### src/rtl/pmc_pkg.sv
`timescale 1ns/1ps
package pmc_pkg;

  // Strobes the controller hands to the datapath
  typedef struct packed {
    logic mcClear;    // hold machine-cycle counter at phase zero
    logic holdClear;  // restart the reset-pin hold counter
  } ctlStrobe_t;

  // Status the datapath returns to the controller
  typedef struct packed {
    logic tick;       // divided-by-two enable
    logic mcStrobe;   // last tick of a machine cycle
    logic pinSync;    // synchronised reset pin
    logic holdFull;   // pin has been high for the full hold window
  } dpStatus_t;

  typedef enum logic [1:0] {
    MODE_RUN   = 2'd0,
    MODE_SLEEP = 2'd1,
    MODE_DEEP  = 2'd2
  } modeState_t;

endpackage

### src/rtl/pmc_datapath.sv
`timescale 1ns/1ps
module pmcDatapath
  import pmc_pkg::*;
#(
  parameter int OSC_PER_MC  = 12,
  parameter int RST_HOLD_MC = 2,
  parameter int SYNC_STAGES = 2
) (
  input  logic       clk,
  input  logic       porN,
  input  logic       rstPin,
  input  ctlStrobe_t ctl,
  output dpStatus_t  stat
);

  localparam int TICKS_PER_MC = OSC_PER_MC / 2;
  localparam int MC_W         = (TICKS_PER_MC > 1) ? $clog2(TICKS_PER_MC) : 1;
  localparam int HOLD_OSC     = OSC_PER_MC * RST_HOLD_MC;
  localparam int HOLD_W       = $clog2(HOLD_OSC + 1);
  localparam logic [MC_W-1:0]   MC_LAST   = MC_W'(TICKS_PER_MC - 1);
  localparam logic [HOLD_W-1:0] HOLD_LAST = HOLD_W'(HOLD_OSC - 1);

  // Divide-by-two: the enable is independent of the input duty cycle
  logic divPhase;
  always_ff @(posedge clk or negedge porN) begin
    if (!porN) divPhase <= 1'b0;
    else       divPhase <= ~divPhase;
  end

  // Reset pin synchroniser, depth chosen by parameter
  logic pinSync;
  generate
    if (SYNC_STAGES <= 1) begin : g_sync1
      logic syncQ;
      always_ff @(posedge clk or negedge porN) begin
        if (!porN) syncQ <= 1'b0;
        else       syncQ <= rstPin;
      end
      assign pinSync = syncQ;
    end else begin : g_syncN
      logic [SYNC_STAGES-1:0] syncQ;
      always_ff @(posedge clk or negedge porN) begin
        if (!porN) syncQ <= '0;
        else       syncQ <= {syncQ[SYNC_STAGES-2:0], rstPin};
      end
      assign pinSync = syncQ[SYNC_STAGES-1];
    end
  endgenerate

  // Machine-cycle phase counter on the divided enable
  logic [MC_W-1:0] mcCnt;
  always_ff @(posedge clk or negedge porN) begin
    if (!porN)            mcCnt <= '0;
    else if (ctl.mcClear) mcCnt <= '0;
    else if (divPhase)    mcCnt <= (mcCnt == MC_LAST) ? '0 : mcCnt + 1'b1;
  end

  // Hold counter: earlier cycles the synchronised pin has been high, saturating
  logic [HOLD_W-1:0] holdCnt;
  always_ff @(posedge clk or negedge porN) begin
    if (!porN)                   holdCnt <= '0;
    else if (ctl.holdClear)      holdCnt <= '0;
    else if (holdCnt != HOLD_LAST) holdCnt <= holdCnt + 1'b1;
  end

  always_comb begin
    stat.tick     = divPhase;
    stat.mcStrobe = divPhase && (mcCnt == MC_LAST);
    stat.pinSync  = pinSync;
    stat.holdFull = pinSync && (holdCnt == HOLD_LAST);
  end

endmodule

### src/rtl/pmc_control.sv
`timescale 1ns/1ps
module pmcControl
  import pmc_pkg::*;
(
  input  logic       clk,
  input  logic       porN,
  input  logic       idleReq,
  input  logic       pdReq,
  input  logic       intPending,
  input  dpStatus_t  stat,
  output ctlStrobe_t ctl,
  output logic       cpuClkEn,
  output logic       periphClkEn,
  output logic       machCycle,
  output logic       oscStop,
  output logic       coreRst
);

  modeState_t state;
  logic sleepPend, deepPend;
  logic sleepNext, deepNext;

  assign sleepNext = sleepPend | idleReq;
  assign deepNext  = deepPend  | pdReq;

  // Filtered reset, set by the full window, released when the pin drops
  always_ff @(posedge clk or negedge porN) begin
    if (!porN)              coreRst <= 1'b1;
    else if (stat.holdFull) coreRst <= 1'b1;
    else if (!stat.pinSync) coreRst <= 1'b0;
  end

  always_ff @(posedge clk or negedge porN) begin
    if (!porN) begin
      state     <= MODE_RUN;
      sleepPend <= 1'b0;
      deepPend  <= 1'b0;
    end else if (coreRst) begin
      state     <= MODE_RUN;
      sleepPend <= 1'b0;
      deepPend  <= 1'b0;
    end else begin
      unique case (state)
        MODE_RUN: begin
          sleepPend <= sleepNext;
          deepPend  <= deepNext;
          if (stat.mcStrobe) begin
            if (deepNext) begin
              state     <= MODE_DEEP;
              sleepPend <= 1'b0;
              deepPend  <= 1'b0;
            end else if (sleepNext) begin
              sleepPend <= 1'b0;
              state     <= intPending ? MODE_RUN : MODE_SLEEP;
            end
          end
        end
        MODE_SLEEP: if (intPending) state <= MODE_RUN;
        MODE_DEEP:  state <= MODE_DEEP;
        default:    state <= MODE_RUN;
      endcase
    end
  end

  always_comb begin
    ctl.mcClear   = coreRst;
    ctl.holdClear = !stat.pinSync;
    cpuClkEn      = stat.tick && (state == MODE_RUN);
    periphClkEn   = stat.tick && (state != MODE_DEEP);
    machCycle     = stat.mcStrobe && (state != MODE_DEEP);
    oscStop       = (state == MODE_DEEP) && !stat.pinSync;
  end

endmodule

### src/rtl/pwrClkCtl.sv
`timescale 1ns/1ps
module pwrClkCtl
  import pmc_pkg::*;
#(
  parameter int OSC_PER_MC  = 12,
  parameter int RST_HOLD_MC = 2,
  parameter int SYNC_STAGES = 2
) (
  input  logic oscClk,
  input  logic porN,
  input  logic rstPin,
  input  logic idleReq,
  input  logic pdReq,
  input  logic intPending,
  output logic cpuClkEn,
  output logic periphClkEn,
  output logic machCycle,
  output logic oscStop,
  output logic coreRst
);

  ctlStrobe_t ctlS;
  dpStatus_t  dpS;

  pmcDatapath #(
    .OSC_PER_MC (OSC_PER_MC),
    .RST_HOLD_MC(RST_HOLD_MC),
    .SYNC_STAGES(SYNC_STAGES)
  ) datapath_i (
    .clk   (oscClk),
    .porN  (porN),
    .rstPin(rstPin),
    .ctl   (ctlS),
    .stat  (dpS)
  );

  pmcControl control_i (
    .clk        (oscClk),
    .porN       (porN),
    .idleReq    (idleReq),
    .pdReq      (pdReq),
    .intPending (intPending),
    .stat       (dpS),
    .ctl        (ctlS),
    .cpuClkEn   (cpuClkEn),
    .periphClkEn(periphClkEn),
    .machCycle  (machCycle),
    .oscStop    (oscStop),
    .coreRst    (coreRst)
  );

endmodule

### config.mk
export PLATFORM = sky130hd
export DESIGN_NAME = pwrClkCtl
export DESIGN_NICKNAME = d
export VERILOG_FILES = /design/src/rtl/pmc_pkg.sv /design/src/rtl/pmc_datapath.sv /design/src/rtl/pmc_control.sv /design/src/rtl/pwrClkCtl.sv
export SDC_FILE = /design/constraint.sdc
export NUM_CORES = 1
export LEC_CHECK = 0
export BUFFER_PORTS_ARGS = -buffer_cell sky130_fd_sc_hd__buf_2
export CORE_MARGIN = 2
export CORE_UTILIZATION = 53
export CTS_BUF_LIST = sky130_fd_sc_hd__clkbuf_8
export DETAILED_ROUTE_END_ITERATION = 8
export GPL_TIMING_DRIVEN = 1
export PLACE_DENSITY = 0.75
export SKIP_LAST_GASP = 1
export SYNTH_ARGS = -nofsm -noshare
export SYNTH_HDL_FRONTEND = slang
export SYNTH_SLANG_ARGS = --single-unit
### constraint.sdc
create_clock -name oscClk -period 1.3 [get_ports oscClk]
set_input_delay 0.39 -clock oscClk [delete_from_list [all_inputs] [get_ports oscClk]]
set_output_delay 0.39 -clock oscClk [all_outputs]
set_load 0.005 [all_outputs]
==> flow_metrics.py <==
metrics = {
    "status": {
        "status": "finished, violations left",
        "violations": "negative setup slack",
    },
    "clocking": {
        "cts_max_path_buffers": 2,
        "cts_tree": "yes",
        "h-tree-depth": 1,
        "clk_latency_ps": 240,
        "cts_hold_buf": 0,
        "clock_sinks": 16,
        "clk_root_buffer_cell": "clkbuf_8",
        "path_clk_slew_ps": 60,
        "cts_made_buffers": 3,
    },
    "die": {
        "io_pins": 11,
        "rows": 13,
        "dieArea_mm2": 0.00162,
        "core_area_mm2": 0.00127,
        "die_h_um": 40.3,
        "dieWidth_um": 40.3,
        "start_util_pct": 55.0,
    },
    "detailed_routing": {
        "drt_iter0_drc": 4,
        "vias": 514,
        "drc_errors": 0,
        "via_per_inst": 5.14,
        "routed-wl-met2_um": 715,
        "totalWireLength_um": 1300,
        "dr.pass1.iters": 2,
        "top_layer_used": "met4",
        "wl_met3_um": 28,
        "wl_per_cell_um": 13.0,
        "met1Wirelength_um": 543,
        "antenna_left": 0,
    },
    "worst_setup_path": {
        "crit_buf_inv": 1,
        "r2r_start": "datapath_i.holdCnt[0]$_DFFE_PN0N_",
        "required_ps": 910,
        "cpPeakStageDelay_ps": 390,
        "path_cells": "and4b_1 > and2_1 > buf_2",
        "path_class": "reg2out",
        "slowest_stage": "dfrtp_1",
        "cp.depth": 3,
        "critPathMaxFanout": 2,
        "crit_arrival_ps": 1090,
        "critPathTopFamily": "flip-flops",
        "ff2ff_path_depth": 4,
        "crit_path_end_kind": "output port",
        "critPathLaunchType": "flop",
        "r2r_setup_slack_ps": 70,
        "rr_endpoint": "datapath_i.holdCnt[0]$_DFFE_PN0N_",
    },
    "worst_hold_path": {
        "holdCritPathClass": "in2async",
    },
    "sta": {
        "final_hold_viol_count": 0,
        "period_share_pct": 114,
        "drv_slew": 0,
        "timing.slew.headroom_pct": 77.1,
        "tns_ps": -497,
        "setup_viol": 4,
        "setup_slack_ps": -176,
        "min_period_ps": 1480,
        "grt_setup_unrepaired": "yes",
        "tightest_slew_ps": 343,
        "fmax_ghz": 0.678,
        "holdWs_ps": 42.3,
        "finClkSkew_ps": 5.53,
    },
    "finish": {
        "fillers": 94,
        "drive_gt1_share_pct": 40.0,
        "nNetsFinal": 93,
        "synthToLayoutAreaGrowth_pct": 31.5,
        "num_antenna_cells": 0,
    },
    "power_and_ir_drop": {
        "p_per_area_mw_per_mm2": 1010,
        "leakage_nw": 0.477,
        "irDropWorstVdd_v": 0.000656,
    },
    "logic_synthesis": {
        "ys_seq_elements": 16,
        "syn_area_per_cell_um2": 11.3,
        "yosysSeqAreaShare_pct": 57.5,
        "netlist_top_cells_count": "dfrtp_1 (15), nor2_1 (6), a21oi_1 (5), and2_1 (4)",
        "synthTopCellsByArea": "dfrtp_1 (54%), dfstp_2 (3.8%), xnor2_1 (3.8%), a21oi_1 (3.6%), and2_1 (3.6%)",
        "synth-edff-count": 0,
        "synth_top_cell_area_share_pct": 53.8,
        "synthArstFlopShare_pct": 100,
        "synth_flop_cell": "dfrtp_1",
        "synth.most_common_cell": "dfrtp_1",
        "syn-cell-area_um2": 698,
        "synth_cell_types": 24,
        "syn_inst": 62,
        "synth_largest_area_cell": "dfrtp_1",
        "synthesis.nets": 69,
        "ys_warn_count": 0,
    },
    "global_route": {
        "first_global_vias": 470,
        "grt_overflow": 0,
        "grt_pass1_wl_um": 1960,
        "grt_start_max_net_pins": 17,
        "grt_usage_pct": 19.2,
        "antenna_found_initial": 0,
    },
    "place": {
        "pre_cts_ws_ps": 38.3,
        "portBuffers": 10,
        "gp_congestion": 0.728,
    },
    "run": {
        "drv_cap": 0,
    },
}
-- report_power, final --
part,total (W),switching (W),internal [W]
clock,0.000366,0.000157,0.000209
sequential,0.000520,0.0000111,0.000509
combinational,0.0000418,0.0000224,0.0000194
-- how the worst max path moves through the flow --
| stage | start | endpoint | slack, ps |
|---|---|---|---|
| after floorplan | datapath_i.mcCnt[1]$_DFFE_PN0P_ | machCycle | 100 |
| after global placement | datapath_i.mcCnt[1]$_DFFE_PN0P_ | machCycle | 70 |
| after detailed placement | datapath_i.mcCnt[1]$_DFFE_PN0P_ | machCycle | 40 |
| after CTS | datapath_i.mcCnt[1]$_DFFE_PN0P_ | machCycle | -170 |
| after global routing | datapath_i.mcCnt[1]$_DFFE_PN0P_ | machCycle | -250 |
| final | datapath_i.divPhase$_DFF_PN0_ | machCycle | -180 |
-- through the flow --
stage / total power, W / utilization (%) / cells / cell area, um^2
finish: 0.000928 / 72.4 / 100 / 918
global route: 0.000960 / 72.4 / 100 / 918
floorplan: 0.000545 / - / 62 / 698
global placement: 0.000568 / 63.4 / 92 / 805
CTS: 0.000937 / 68.7 / 98 / 872
detailed placement: 0.000571 / 63.4 / 92 / 805
-- flip-flops by register name, summed over array words and instances, names as in the netlist --
name,count
control_i.sleepPend,1
control_i.state,2
datapath_i.mcCnt,3
datapath_i.holdCnt,5
control_i.coreRst,1
datapath_i.g_syncN.syncQ,2
datapath_i.divPhase,1
control_i.deepPend,1
-- final cells by class --
cell class	count	area [um^2]	area share, %
flip-flops and latches	16	403	43.9
repair buffers	19	134	14.6
multi-input cells	44	310	33.8
clock buffers	3	41.3	4.50
inverters	2	7.51	0.817
well taps	15	18.8	2.04
clock inverters	1	3.75	0.409
-- layer usage --
layer,vias up,global-route usage (%)
met4,0,7.50
met2,4,35.1
li1,262,-
met5,-,0
met3,2,5.00
met1,246,20.8
-- cells in the final DEF (no fill, tap or decap), types with 2 or more instances in the layout --
master,netlist,routed
nor3_1,2,2
buf_4,0,8
buf_2,0,8
mux2i_1,2,2
nor2b_2,0,2
buf_6,0,3
dfrtp_1,15,14
a31oi_1,2,2
xnor2_1,3,3
nand3_1,2,2
or2_2,2,2
nor2_1,6,5
a21oi_1,5,4
and2_1,4,3
inv_1,2,3
clkbuf_8,0,3
nand2_1,2,2
-- timing repair --
| action | in CTS | in global routing |
|---|---|---|
| endpoints found under the hold margin | 0 | 0 |
| pin swaps | 3 | 0 |
| setup buffers | 2 | 2 |
| resized for setup | 1 | 9 |
| setup endpoints to repair | 4 | 7 |
-- cells by family (layout without fill, tap and decap cells) --
logic type	Yosys count	in the layout	share of synthesized area [%]
simple gates	28	28	24.6
xor+xnor	4	4	5.02
compound gates	9	9	7.17
flops	16	16	57.5
mux	2	2	2.87
buf+inv	2	25	1.08
fa+ha+maj	1	1	1.79
Power figures use the tool's default switching activity.
